### config.mk
export PLATFORM = sky130hd
export DESIGN_NAME = bitedit_unit
export DESIGN_NICKNAME = d
export VERILOG_FILES = /design/src/rtl/bitedit_pkg.sv /design/src/rtl/bitedit_reverse.sv /design/src/rtl/bitedit_rshift.sv /design/src/rtl/bitedit_extend.sv /design/src/rtl/bitedit_unit.sv
export SDC_FILE = /design/constraint.sdc
export NUM_CORES = 1
export LEC_CHECK = 0
export BUFFER_PORTS_ARGS = -buffer_cell sky130_fd_sc_hd__buf_2
export CORE_ASPECT_RATIO = 0.9
export CORE_UTILIZATION = 35
export DETAILED_ROUTE_END_ITERATION = 6
export MAX_ROUTING_LAYER = met4
export PLACE_DENSITY_LB_ADDON = 0.1
export REMOVE_ABC_BUFFERS = 1
export SLEW_MARGIN = 30
export SYNTH_ARGS = -nofsm -noshare
export SYNTH_HDL_FRONTEND = slang
export SYNTH_SLANG_ARGS = --single-unit
### constraint.sdc
create_clock -name vclk -period 6.37
set_clock_uncertainty 0.15 [all_clocks]
set_input_delay 0.637 -clock vclk [all_inputs]
set_output_delay 0.637 -clock vclk [all_outputs]
set_load 0.02 [all_outputs]
### src/rtl/bitedit_pkg.sv
// Shared definitions for the shift, extend and byte-extract unit.
// Assumes a 32-bit datapath with four byte lanes; the operation codes
// below are part of the interface to instruction decode.
package bitedit_pkg;

    localparam int OP_W = 5;

    typedef enum logic [OP_W-1:0] {
        OP_ASR_R  = 5'd0,
        OP_ASR_I  = 5'd1,
        OP_ASR_1C = 5'd2,
        OP_LSL_R  = 5'd3,
        OP_LSL_I  = 5'd4,
        OP_LSL_1C = 5'd5,
        OP_LSR_R  = 5'd6,
        OP_LSR_I  = 5'd7,
        OP_LSR_1C = 5'd8,
        OP_ROL_I  = 5'd9,
        OP_BREV   = 5'd10,
        OP_XSR    = 5'd11,
        OP_SEXT_B = 5'd12,
        OP_SEXT_H = 5'd13,
        OP_ZEXT_B = 5'd14,
        OP_ZEXT_H = 5'd15,
        OP_XTR_0  = 5'd16,
        OP_XTR_1  = 5'd17,
        OP_XTR_2  = 5'd18,
        OP_XTR_3  = 5'd19
    } edit_op_e;

endpackage

### src/rtl/bitedit_reverse.sv
// Bit-order reversal: output bit i is input bit W-1-i.
// Pure wiring; assumes nothing about W beyond W >= 1.
module bitedit_reverse #(
    parameter int W = 32
) (
    input  logic [W-1:0] din,
    output logic [W-1:0] dout
);

    // Cross-wire each bit to its mirror position.
    for (genvar i = 0; i < W; i++) begin : g_bit
        assign dout[i] = din[W-1-i];
    end

endmodule

### src/rtl/bitedit_rshift.sv
// Logarithmic right shifter with selectable fill: the vacated top bits
// take either a fill bit (zero, sign or carry) or, with wrap_en, the bits
// shifted out at the bottom (rotate right). Amounts are 0..W-1; the
// caller handles larger amounts. Assumes W is a power of two.
module bitedit_rshift #(
    parameter  int W  = 32,
    localparam int AW = $clog2(W)
) (
    input  logic [W-1:0]  din,
    input  logic [AW-1:0] amt,
    input  logic          wrap_en,
    input  logic          fill_bit,
    output logic [W-1:0]  dout
);

    logic [AW:0][W-1:0] stg;

    assign stg[0] = din;

    // One stage per amount bit; stage s moves data by 2**s positions.
    for (genvar s = 0; s < AW; s++) begin : g_stage
        localparam int D = 1 << s;
        for (genvar i = 0; i < W; i++) begin : g_bit
            if (i + D < W) begin : g_inner
                assign stg[s+1][i] = amt[s] ? stg[s][i+D] : stg[s][i];
            end else begin : g_edge
                assign stg[s+1][i] = amt[s] ? (wrap_en ? stg[s][i+D-W] : fill_bit)
                                            : stg[s][i];
            end
        end
    end

    assign dout = stg[AW];

endmodule

### src/rtl/bitedit_extend.sv
// Byte/halfword extension and byte-lane extraction. With half_sel the low
// halfword is extended; otherwise the byte lane chosen by lane is.
// sign_sel selects sign extension, else zero extension.
// Assumes W is a multiple of 2*BW.
module bitedit_extend #(
    parameter  int W  = 32,
    parameter  int BW = 8,
    localparam int NL = W / BW,
    localparam int LW = $clog2(NL),
    localparam int HW = 2 * BW
) (
    input  logic [W-1:0]  din,
    input  logic          half_sel,
    input  logic          sign_sel,
    input  logic [LW-1:0] lane,
    output logic [W-1:0]  dout
);

    logic [NL-1:0][BW-1:0] lane_v;
    logic [BW-1:0]         picked;

    // Split the operand into its byte lanes.
    for (genvar l = 0; l < NL; l++) begin : g_lane
        assign lane_v[l] = din[l*BW +: BW];
    end

    // Pick the field and extend it to the full width.
    always_comb begin
        picked = lane_v[lane];
        if (half_sel) begin
            dout = {{(W-HW){sign_sel & din[HW-1]}}, din[HW-1:0]};
        end else begin
            dout = {{(W-BW){sign_sel & picked[BW-1]}}, picked};
        end
    end

endmodule

### src/rtl/bitedit_unit.sv
// Shift, extend and byte-extract unit (combinational). Decodes op_sel,
// routes the operand through a shared right shifter (left shifts and
// rotates use reversal on both sides of it), a reverser, or the extend
// block, and produces the carry update and register-1 destination flag.
// Assumes DATA_W = 32 so that the four extract codes cover all lanes.
module bitedit_unit
    import bitedit_pkg::*;
#(
    parameter  int DATA_W = 32,
    localparam int SH_W   = $clog2(DATA_W),
    localparam int LANE_W = $clog2(DATA_W / 8)
) (
    input  logic [OP_W-1:0]   op_sel,
    input  logic [DATA_W-1:0] opnd,
    input  logic [SH_W:0]     shamt,
    input  logic              carry_in,
    output logic [DATA_W-1:0] result,
    output logic              carry_out,
    output logic              carry_we,
    output logic              dest_r1
);

    edit_op_e            op;
    logic                is_shift;
    logic                is_left;
    logic                is_reg;
    logic                is_ext;
    logic                wrap_en;
    logic                fill_bit;
    logic                ext_half;
    logic                ext_sign;
    logic [SH_W-1:0]     amt;
    logic [LANE_W-1:0]   lane;
    logic                sat;
    logic [DATA_W-1:0]   rev_in;
    logic [DATA_W-1:0]   sh_in;
    logic [DATA_W-1:0]   sh_out;
    logic [DATA_W-1:0]   rev_out;
    logic [DATA_W-1:0]   ext_out;
    logic [DATA_W-1:0]   shift_res;

    assign op = edit_op_e'(op_sel);

    // Decode the operation into datapath controls.
    always_comb begin
        is_shift = 1'b0;
        is_left  = 1'b0;
        is_reg   = 1'b0;
        is_ext   = 1'b0;
        wrap_en  = 1'b0;
        fill_bit = 1'b0;
        ext_half = 1'b0;
        ext_sign = 1'b0;
        amt      = shamt[SH_W-1:0];
        lane     = '0;
        carry_we = 1'b0;
        dest_r1  = 1'b0;
        unique case (op)
            OP_ASR_R:  begin is_shift = 1'b1; is_reg = 1'b1; fill_bit = opnd[DATA_W-1]; end
            OP_ASR_I:  begin is_shift = 1'b1; fill_bit = opnd[DATA_W-1]; end
            OP_ASR_1C: begin is_shift = 1'b1; fill_bit = opnd[DATA_W-1];
                             amt = SH_W'(1); carry_we = 1'b1; end
            OP_LSL_R:  begin is_shift = 1'b1; is_left = 1'b1; is_reg = 1'b1; end
            OP_LSL_I:  begin is_shift = 1'b1; is_left = 1'b1; end
            OP_LSL_1C: begin is_shift = 1'b1; is_left = 1'b1;
                             amt = SH_W'(1); carry_we = 1'b1; end
            OP_LSR_R:  begin is_shift = 1'b1; is_reg = 1'b1; end
            OP_LSR_I:  begin is_shift = 1'b1; end
            OP_LSR_1C: begin is_shift = 1'b1; amt = SH_W'(1); carry_we = 1'b1; end
            OP_ROL_I:  begin is_shift = 1'b1; is_left = 1'b1; wrap_en = 1'b1; end
            OP_XSR:    begin is_shift = 1'b1; fill_bit = carry_in;
                             amt = SH_W'(1); carry_we = 1'b1; end
            OP_SEXT_B: begin is_ext = 1'b1; ext_sign = 1'b1; end
            OP_SEXT_H: begin is_ext = 1'b1; ext_sign = 1'b1; ext_half = 1'b1; end
            OP_ZEXT_B: begin is_ext = 1'b1; end
            OP_ZEXT_H: begin is_ext = 1'b1; ext_half = 1'b1; end
            OP_XTR_0, OP_XTR_1, OP_XTR_2, OP_XTR_3: begin
                is_ext  = 1'b1;
                lane    = op_sel[LANE_W-1:0];
                dest_r1 = 1'b1;
            end
            default: ;
        endcase
    end

    // Register-amount shifts of a full word or more saturate to the fill.
    assign sat = is_reg & shamt[SH_W];

    bitedit_reverse #(.W(DATA_W)) i_rev_in (
        .din  (opnd),
        .dout (rev_in)
    );

    assign sh_in = is_left ? rev_in : opnd;

    bitedit_rshift #(.W(DATA_W)) i_rshift (
        .din      (sh_in),
        .amt      (amt),
        .wrap_en  (wrap_en),
        .fill_bit (fill_bit),
        .dout     (sh_out)
    );

    bitedit_reverse #(.W(DATA_W)) i_rev_out (
        .din  (sh_out),
        .dout (rev_out)
    );

    bitedit_extend #(.W(DATA_W), .BW(8)) i_extend (
        .din      (opnd),
        .half_sel (ext_half),
        .sign_sel (ext_sign),
        .lane     (lane),
        .dout     (ext_out)
    );

    // Undo the input reversal for left-going operations, then saturate.
    always_comb begin
        if (sat) begin
            shift_res = {DATA_W{fill_bit}};
        end else if (is_left) begin
            shift_res = rev_out;
        end else begin
            shift_res = sh_out;
        end
    end

    // Select the final result from the three datapaths.
    always_comb begin
        if (is_shift) begin
            result = shift_res;
        end else if (op == OP_BREV) begin
            result = rev_in;
        end else if (is_ext) begin
            result = ext_out;
        end else begin
            result = '0;
        end
    end

    // New carry: the bit that left the word, or the old flag when not written.
    always_comb begin
        if (!carry_we) begin
            carry_out = carry_in;
        end else if (op == OP_LSL_1C) begin
            carry_out = opnd[DATA_W-1];
        end else begin
            carry_out = opnd[0];
        end
    end

endmodule

==> flow_summary.ini <==
[layout]
fillers = 1361
ff_latch_area_um2 = 0
nFlopsAndLatches = 0
fin_cells = 882
drive_gt1_share_pct = 18.8
clock_buffers = 0
syn_to_final_growth_pct = 9.05
diodes = 0
nets = 768
final_cell_mix = nor2_1 (93), buf_2 (79), a21oi_1 (77), o22ai_1 (48), o21ai_0 (40)
layout_commonest_cell = nor2_1

[run_status]
status = finished, violations left
violations = design-rule violations

[floorplanning]
fp.dieW_um = 120
die_area_mm2 = 0.0129
initial_core_util_pct = 36.0
rows = 38
pin_count = 79
die-height_um = 108
core_area_mm2 = 0.0121

[placed_design]
dp_hpwl_um = 18000
gp_congestion = 1.07
portBuffers = 79
placedCellCount = 882

[worst_setup_path]
crit_path_max_fanout = 26
endpoint = result[31]
cpMaxStageDelayCell = o211ai_2
crit_arrival_ps = 4800
required_ps = 5580
cp_slowest_stage_delay_ps = 700
cp_common_cell = nand2_1
cp-end-kind = output port
path_cells = buf_2 > and3b_1 > o211ai_2 > and2_0 > nand2_1 > nand2_1 > nand2_1 > o22ai_1 > nor4_1 > or3_1 > buf_2
startpoint_type = input pin
startpoint = op_sel[1]
criticalPathCategory = in -> out

[yosys]
post_synth_main_area_contributors = a21oi_1 (8.8%), nor2_1 (8.0%), o22ai_1 (6.9%)
netlist_area_mm2 = 0.00437
synth_top_cell_by_area = a21oi_1
synth_top_area_share_pct = 8.82
syn_area_per_cell_um2 = 6.26
postSynthCellCount = 698
yosys_warnings = 0
ys_types = 68
yosysSeqAreaShare_pct = 0

[clock_tree]
post_cts_buffers = 0
ctsHoldBuffers = 0
post_cts_resized = 0

[drt]
drtAntennaViolNets = 0
routed_wl_um = 23500
num_vias = 6536
viasPerCell = 7.41
drt_pre_antenna_iters = 7
wl_per_cell_um = 26.6
drt_iter0_drc = 897
drc = 5

[sta]
min_period_ps = 5590
slew-limit-headroom_pct = 33.9
rsz0062_at_grt = false
worstMarginPinSlew_ps = 988
setup_viol = 0
fin_crit_sh_pct = 87.7
finalHoldViolCount = 0
setup_tns_ps = 0
maxSlewViolCount = 0
fmax_mhz = 179

[global_route]
grt_max_degree = 35
grt_use_total_pct = 36.2
grt_pass1_vias = 5740
antenna_found_initial = 0
gr-total-overflow = 0
grt_pass1_wl_um = 35100

[pwr]
power_density_mw_per_mm2 = 131
cellLeakagePower_nw = 1.77
ir_drop_v = 0.0000429

[run]
cap_violations = 0

[min_path]
hp-class = in -> out
-- critical path: cells and delay by family --
| kind | cells | cell delay, ps |
|---|---|---|
| AND/OR/NAND/NOR | 7 | 2700 |
| buffers and inverters | 2 | 420 |
| AO/OA/AOI/OAI | 2 | 1020 |
-- synth_stat cells, types with 16 or more instances --
cell type  instances
a21oi_1           77
a221o_1           22
a221oi_1          16
buf_2             25
clkbuf_1          33
nand2_1           32
nor2_1            93
nor3_1            38
o21ai_0           41
o22ai_1           48
o31ai_1           34
o32ai_1           24
-- stage by stage --
stage | hold slack (ps) | power, mW | util [%] | instance area [µm²] | setup WS [ps]
2_1_floorplan | 1330 | 0.386 | - | 3960 | 1200
3_3_place_gp | 1470 | 0.598 | 39.0 | 4730 | 1020
6_report | 1480 | 0.624 | 39.3 | 4770 | 784
4_1_cts | 1480 | 0.604 | 39.2 | 4760 | 942
3_5_place_dp | 1480 | 0.602 | 39.2 | 4760 | 957
5_1_grt | 1520 | 0.662 | 39.3 | 4770 | 563
-- routing by layer --
layer | vias to the layer above | wire length (µm) | GRT usage, %
met5 | - | 0 | -
met4 | 0 | 969 | 13.6
met3 | 59 | 2490 | 6.01
met2 | 473 | 10100 | 54.6
met1 | 3113 | 9890 | 48.2
li1 | 2891 | - | -
-- cell families after synthesis --
logic type | share of synthesized area (%)
AND/OR/NAND/NOR | 23.2
AO/OA/AOI/OAI | 62.1
buffers and inverters | 10.2
multiplexers | 4.21
XOR/XNOR | 0.372
-- report_power, final --
part | internal (mW) | switching, mW | leakage [nW]
clock | 0 | 0 | 0
combinational | 0.199 | 0.426 | 1.77
sequential | 0 | 0 | 0
-- worst min-delay path by stage --
stage / from / to / depth (start not counted)
6_report: carry_in / carry_out / 4
3_3_place_gp: carry_in / carry_out / 4
2_1_floorplan: opnd[5] / result[26] / 2
4_1_cts: carry_in / carry_out / 4
5_1_grt: carry_in / carry_out / 4
3_5_place_dp: carry_in / carry_out / 4
-- cell type report --
type,count,area (µm²),area share [%]
Tap cell,160,200,4.20
Multi-Input combinational cell,613,3960,83.1
Timing Repair Buffer,101,577,12.1
Inverter,8,30.0,0.630
(Power assumes the default switching activity.)
